--- src/rtl/fit_pkg.sv ---
package fit_pkg;
    parameter int DATA_W = 32;
    parameter int CNT_W  = 32;
    parameter int NCLS   = 3;

    localparam int BIT_ARM    = 31;
    localparam int BIT_REPEAT = 30;
    localparam int BIT_CORR   = 6;
    localparam int BIT_DEFER  = 5;
    localparam int BIT_UNCON  = 1;

    localparam logic [DATA_W-1:0] CTRL_MASK =
        (DATA_W'(1) << BIT_ARM) | (DATA_W'(1) << BIT_REPEAT) |
        (DATA_W'(1) << BIT_CORR) | (DATA_W'(1) << BIT_DEFER) |
        (DATA_W'(1) << BIT_UNCON);

    typedef struct packed {
        logic [DATA_W-1:0] ctrl;
        logic [DATA_W-1:0] reload;
    } regs_t;

    typedef struct packed {
        logic             run;
        logic [CNT_W-1:0] cnt;
    } cnt_t;
endpackage

--- src/rtl/fit_regs.sv ---
module fit_regs
    import fit_pkg::*;
#(
    parameter int ADDR_W      = 4,
    parameter int CTRL_ADDR   = 0,
    parameter int RELOAD_ADDR = 1
) (
    input  logic              clk,
    input  logic              rst_n,
    input  logic [ADDR_W-1:0] addr,
    input  logic              wr,
    input  logic [DATA_W-1:0] wdata,
    output logic [DATA_W-1:0] rdata,
    output logic [DATA_W-1:0] ctrl,
    output logic [DATA_W-1:0] reload,
    output logic              ctrl_wr
);
    localparam logic [ADDR_W-1:0] A_CTRL   = ADDR_W'(CTRL_ADDR);
    localparam logic [ADDR_W-1:0] A_RELOAD = ADDR_W'(RELOAD_ADDR);

    regs_t r_d, r_q;

    always_comb begin
        r_d     = r_q;
        ctrl_wr = wr && (addr == A_CTRL);
        if (ctrl_wr)
            r_d.ctrl = wdata & CTRL_MASK;
        if (wr && (addr == A_RELOAD))
            r_d.reload = wdata;
    end

    always_ff @(posedge clk or negedge rst_n) begin
        if (!rst_n) r_q <= '0;
        else        r_q <= r_d;
    end

    always_comb begin
        unique case (addr)
            A_CTRL:   rdata = r_q.ctrl;
            A_RELOAD: rdata = r_q.reload;
            default:  rdata = '0;
        endcase
    end

    assign ctrl   = r_q.ctrl;
    assign reload = r_q.reload;
endmodule

--- src/rtl/fit_count.sv ---
module fit_count
    import fit_pkg::*;
(
    input  logic             clk,
    input  logic             rst_n,
    input  logic             ctrl_wr,
    input  logic             arm_wr,
    input  logic             en,
    input  logic             repeat_en,
    input  logic [CNT_W-1:0] reload,
    output logic             fire,
    output logic             running,
    output logic [CNT_W-1:0] count
);
    localparam logic [CNT_W-1:0] ONE = CNT_W'(1);

    cnt_t c_d, c_q;

    always_comb begin
        c_d  = c_q;
        fire = 1'b0;
        if (ctrl_wr) begin
            // any control write restarts or halts; a due trigger is dropped
            c_d.run = arm_wr;
            c_d.cnt = arm_wr ? reload : c_q.cnt;
        end else if (c_q.run && en) begin
            if (c_q.cnt <= ONE) begin
                fire = 1'b1;
                if (repeat_en) begin
                    c_d.cnt = reload;
                end else begin
                    c_d.cnt = '0;
                    c_d.run = 1'b0;
                end
            end else begin
                c_d.cnt = c_q.cnt - ONE;
            end
        end
    end

    always_ff @(posedge clk or negedge rst_n) begin
        if (!rst_n) c_q <= '0;
        else        c_q <= c_d;
    end

    assign running = c_q.run;
    assign count   = c_q.cnt;
endmodule

--- src/rtl/fit_pulse.sv ---
module fit_pulse
    import fit_pkg::*;
(
    input  logic            clk,
    input  logic            rst_n,
    input  logic            fire,
    input  logic [NCLS-1:0] cls_en,
    output logic [NCLS-1:0] pulse
);
    logic [NCLS-1:0] p_d, p_q;

    for (genvar g = 0; g < NCLS; g++) begin : g_cls
        always_comb p_d[g] = fire & cls_en[g];
    end

    always_ff @(posedge clk or negedge rst_n) begin
        if (!rst_n) p_q <= '0;
        else        p_q <= p_d;
    end

    assign pulse = p_q;
endmodule

--- src/rtl/fault_inject_timer.sv ---
module fault_inject_timer
    import fit_pkg::*;
#(
    parameter int ADDR_W = 4
) (
    input  logic              clk,
    input  logic              rst_n,
    input  logic [ADDR_W-1:0] bus_addr,
    input  logic              bus_wr,
    input  logic [31:0]       bus_wdata,
    output logic [31:0]       bus_rdata,
    output logic              inj_corrected,
    output logic              inj_deferred,
    output logic              inj_uncontainable
);
    logic [DATA_W-1:0] ctrl_w, reload_w;
    logic              ctrl_wr_w, fire_w, run_w;
    logic [CNT_W-1:0]  cnt_w;
    logic [NCLS-1:0]   pulse_w;

    fit_regs #(.ADDR_W(ADDR_W), .CTRL_ADDR(0), .RELOAD_ADDR(1)) u_regs (
        .clk     (clk),
        .rst_n   (rst_n),
        .addr    (bus_addr),
        .wr      (bus_wr),
        .wdata   (bus_wdata),
        .rdata   (bus_rdata),
        .ctrl    (ctrl_w),
        .reload  (reload_w),
        .ctrl_wr (ctrl_wr_w)
    );

    fit_count u_cnt (
        .clk       (clk),
        .rst_n     (rst_n),
        .ctrl_wr   (ctrl_wr_w),
        .arm_wr    (bus_wdata[BIT_ARM]),
        .en        (ctrl_w[BIT_ARM]),
        .repeat_en (ctrl_w[BIT_REPEAT]),
        .reload    (reload_w),
        .fire      (fire_w),
        .running   (run_w),
        .count     (cnt_w)
    );

    fit_pulse u_pulse (
        .clk    (clk),
        .rst_n  (rst_n),
        .fire   (fire_w),
        .cls_en ({ctrl_w[BIT_CORR], ctrl_w[BIT_DEFER], ctrl_w[BIT_UNCON]}),
        .pulse  (pulse_w)
    );

    assign inj_corrected     = pulse_w[2];
    assign inj_deferred      = pulse_w[1];
    assign inj_uncontainable = pulse_w[0];
endmodule

--- config.mk ---
export PLATFORM = sky130hd
export DESIGN_NAME = fault_inject_timer
export DESIGN_NICKNAME = d
export VERILOG_FILES = /design/src/rtl/fit_pkg.sv /design/src/rtl/fit_regs.sv /design/src/rtl/fit_count.sv /design/src/rtl/fit_pulse.sv /design/src/rtl/fault_inject_timer.sv
export SDC_FILE = /design/constraint.sdc
export NUM_CORES = 1
export LEC_CHECK = 0
export BUFFER_PORTS_ARGS = -buffer_cell sky130_fd_sc_hd__buf_2
export CAP_MARGIN = 20
export CORE_ASPECT_RATIO = 0.5
export CORE_MARGIN = 3
export CORE_UTILIZATION = 50
export CTS_CLUSTER_DIAMETER = 100
export CTS_CLUSTER_SIZE = 12
export DETAILED_ROUTE_END_ITERATION = 10
export PLACE_DENSITY = 0.73
export SLEW_MARGIN = 20
export SYNTH_ARGS = -nofsm -noshare
export SYNTH_HDL_FRONTEND = slang
export SYNTH_SLANG_ARGS = --single-unit
--- constraint.sdc ---
create_clock -name clk -period 2.9 [get_ports clk]
set_input_delay 0.145 -clock clk [delete_from_list [all_inputs] [get_ports clk]]
set_output_delay 0.145 -clock clk [all_outputs]
set_load 0.1 [all_outputs]
==> metrics.md <==
| Metric | Value |
|---|---|
| Outcome | `finished clean` |
| Sw power | `slightly above 1 mW` |
| CTS H-tree lvls | `3` |
| Average size of a mapped cell | `between 10 and 15 sq um` |
| Final Hold Vio Count | `0` |
| Crit share post-route | `0.927` |
| WP data arrival | `about 2900 ps` |
| Via/cell ratio | `just under 6` |
| Share of cells above drive strength 1 | `0.326` |
| Crit Path Class | `reg2reg` |
| Sequential power share | `0.440` |
| Largest net degree at the start of global routing | `30` |
| Crit end category | `register` |
| Final Wtd Congestion | `between 0.9 and 1` |
| Post-CTS Setup Bufs | `0` |
| Total Wirelength | `between 10000 and 15000 um` |
| Max Buffers Root-to-Sink | `2` |
| Worst hold path depth | `3` |
| Diodes inserted | `0` |
| Ys flop type | `dfrtp_1` |
| Crit-path cells | `or4_4 -> or4_4 -> nor4_4 -> or2_1 -> buf_4 -> nor2_1 -> a221o_1` |
| Worst setup margin | `approximately 210 ps` |
| Reg2Reg Depth | `7` |
| Initial Util | `0.528` |
| Post-synthesis simple-gate area fraction | `0.240` |
| Total CTS buffers | `9` |
| Tot Pwr | `around 3.2 mW` |
| Area Overhead vs Synth | `20.1%` |
| Switch share | `0.317` |
| Share of the synthesized area in the top cell type | `0.460` |
| Cell type with the largest total area after synthesis | `dfrtp_1` |
| Core Region | `7510 sq um` |
| Mapped Area | `3970 sq um` |
| Number of synthesized register bits | `73` |
| Delay of the slowest cell on the worst path | `570 ps` |
| XOR/XNOR Fraction of Synth Area | `0` |
| Wire per inst | `~18 um` |
| Vias post-DR | `3460` |
| Place WS | `between 200 and 250 ps` |
| IR drop worst, VDD | `approximately 0.00032 V` |
| Largest family of logic cells by synthesized area | `simple AND/OR/NAND/NOR gates` |
| Synth async-reset ratio | `1.00` |
| Seq/Total Area, Yosys | `0.460` |
| Clock skew | `4.57 ps` |
| Setup TNS | `0 ps` |
| Critical path fanouts, max | `5` |
| Pint | `between 2 and 2.5 mW` |
| FP Rows | `22` |
| Most numerous cell on the critical path | `or4_4` |
| GRT Overall Usage | `0.240` |
| Post-Synthesis Cells | `just under 400` |
| Fillers | `660` |
| Skew-Pair Late Insertion Delay | `roughly 330 ps` |
| Mapped Nets | `between 400 and 500` |
| Clk pwr share | `0.334` |
| Global-route wire length before repair | `~17000 um` |
| Worst Hold Class | `in2reg` |
| Flop2flop setup slack | `around 210 ps` |
| DP HPWL | `7460 um` |
| Remaining antenna violation count | `0` |
| Yosys warnings | `0` |
| CTS Root Cell | `clkbuf_16` |
| Adder-Cell Fraction of Synth Area | `0.00631` |
| Post-synthesis mux area share | `0.106` |
| CTS tree | `built` |
| Compound-Gate Fraction of Synth Area | `0.144` |
| Die area | `just over 9000 sq um` |
| Die width | `132 um` |
| Final slew viol count | `0` |
| Max Clk Rate | `372 MHz` |
| Clock slew at reported path FFs | `approximately 60 ps` |
| Final setup vio count | `0` |
| DRC | `0` |
| Number of synthesized flops with an enable pin | `0` |
| Slew HR | `0.626` |
| # placed instances | `roughly 560` |
| Pleak | `2.35 nW` |
| Yosys cell types | `58` |
| Number of max-cap violations | `0` |
| Worst Setup Start Kind | `register` |
| CP max-delay cell | `or4_4` |
| Final std cells w/o fill | `between 500 and 600` |
| Post-layout net count | `509` |
| Die H | `just under 70 um` |
| RSZ-0062 raised after global routing | `false` |
| Req. time, crit path | `between 3000 and 4000 ps` |
| Fin crit period | `~2700 ps` |
| GR Overflow Total | `0` |
| Initial antenna violation count | `0` |
| # IOs | `74` |
| Initial DRC count | `309` |
| Least-Margin Pin Slew | `roughly 560 ps` |
| Vias in the first global route | `about 3200` |
| Synth area leaders | `dfrtp_1 46%, mux2_2 9.1%, a221o_1 4.8%, and3_1 4.4%, nand2_1 3.1%` |
| Buffers on Ports | `73` |
| Drt pass-1 iters | `5` |
| Power per cell area | `680 nW/um^2` |
| Combinational power share | `0.226` |
| Clk sinks | `73` |
==> metal layers <==
metal  vias up  GRT usage  share of wire
li1       1613          -              -
met1      1707      0.352           0.49
met2       127      0.349           0.42
met3        13     0.0601          0.073
met4         0     0.0772          0.011
met5         -          0              0
==> cell usage after synthesis, types with 3 or more instances <==
cell type	n
nor4_1	13
o21ai_0	20
a22o_1	3
nand2b_1	3
mux2_2	32
dfrtp_1	73
o311a_1	3
or2_2	3
clkbuf_1	17
mux2i_1	6
or3_1	8
a211o_1	5
inv_1	3
nand3_1	11
nor3_1	19
a221o_1	19
and2_1	5
a21oi_1	4
buf_6	4
nor2_1	29
o211ai_1	4
nand2_1	33
and3_1	28
a21o_1	3
==> through the flow <==
| step | instance area [sq um] | hold slack (ps) | utilization |
|---|---|---|---|
| 5_1_grt | 4760 | 26.9 | 0.634 |
| 3_5_place_dp | 4460 | 163 | 0.594 |
| 3_3_place_gp | 4460 | 153 | 0.594 |
| 4_1_cts | 4760 | 9.39 | 0.634 |
| 2_1_floorplan | 3970 | -151 | - |
| 6_report | 4760 | 16.5 | 0.634 |
==> final cells by class <==
class                      instances  area [sq um]  area share
clock buffer                      13           250      0.0525
clock inverter                     3          40.0     0.00840
inverter                           3          11.3     0.00236
multi-input combinational        287          1980       0.415
sequential                        73          1830       0.383
tap                              108           135      0.0284
timing repair buffer              94           526       0.110
==> path summary, 6_finish.rpt <==
check,endpoint,start
worst max-delay path,u_cnt.count[29]$_DFFE_PN0P_,u_cnt.count[21]$_DFFE_PN0P_
worst min-delay path,u_regs.ctrl[1]$_DFFE_PN0P_,bus_wdata[1]
worst max register to register,u_cnt.count[29]$_DFFE_PN0P_,u_cnt.count[21]$_DFFE_PN0P_
worst min register to register,u_cnt.count[10]$_DFFE_PN0P_,u_regs.reload[10]$_DFFE_PN0P_
max in group asynchronous,u_regs.reload[13]$_DFFE_PN0P_,rst_n
min in group asynchronous,u_pulse.pulse[2]$_DFF_PN0_,rst_n
==> repair_timing <==
| item | CTS | global route |
|---|---|---|
| hold endpoints to repair | 23 | 0 |
| gates resized for setup | 0 | 0 |
| hold buffers | 1 | 0 |
==> critical path: cells and delay by family (launching register included) <==
| family | cells | cell delay, ps |
|---|---|---|
| flip-flops | 1 | 400 |
| buffers and inverters | 1 | 180 |
| AND/OR/NAND/NOR | 5 | 1670 |
| AO/OA/AOI/OAI | 1 | 300 |
==> cell usage in the layout, fill, tap and decap left out, types with 3 or more instances in the layout <==
cell type  synthesis  layout
nand2b_1           3       3
clkbuf_16          0       9
o21ai_0           20      20
buf_2              0      73
nand2_1           33      33
dfrtp_1           73      73
nor4_1            13      13
nor2_1            29      29
a21o_1             3       3
mux2i_1            6       6
nor3_1            19      18
o211ai_1           4       4
a221o_1           19      19
inv_1              3       3
and2_1             5       5
buf_4              1      20
o311a_1            3       3
a21oi_1            4       4
nand3_1           11      11
or2_2              3       3
and3_1            28      28
a211o_1            5       5
a22o_1             3       3
mux2_2            32      32
clkbuf_1          17       3
or3_1              8       8
==> state kept, by name, summed over array words and instances (netlist names) <==
register and flops:
u_regs.ctrl 5, u_cnt.running 1, u_regs.reload 32, u_pulse.pulse 3, u_cnt.count 32
==> power by group through the flow <==
stage / Combinational, mW / Sequential [mW] / Clock (mW)
after CTS: 0.729 / 1.42 / 1.10
final: 0.732 / 1.43 / 1.08
after detailed placement: 0.722 / 1.43 / 0
after global routing: 0.807 / 1.46 / 1.14
after global placement: 0.706 / 1.43 / 0
after floorplan: 0.572 / 1.35 / 0
==> cells by family (layout without fill, tap and decap cells) <==
kind of cell	after synthesis	after routing
fa+ha+maj	2	2
mux	38	38
flops	73	73
buf+inv	29	113
simple gates	174	174
compound gates	73	73
Power figures use the tool's default switching activity.
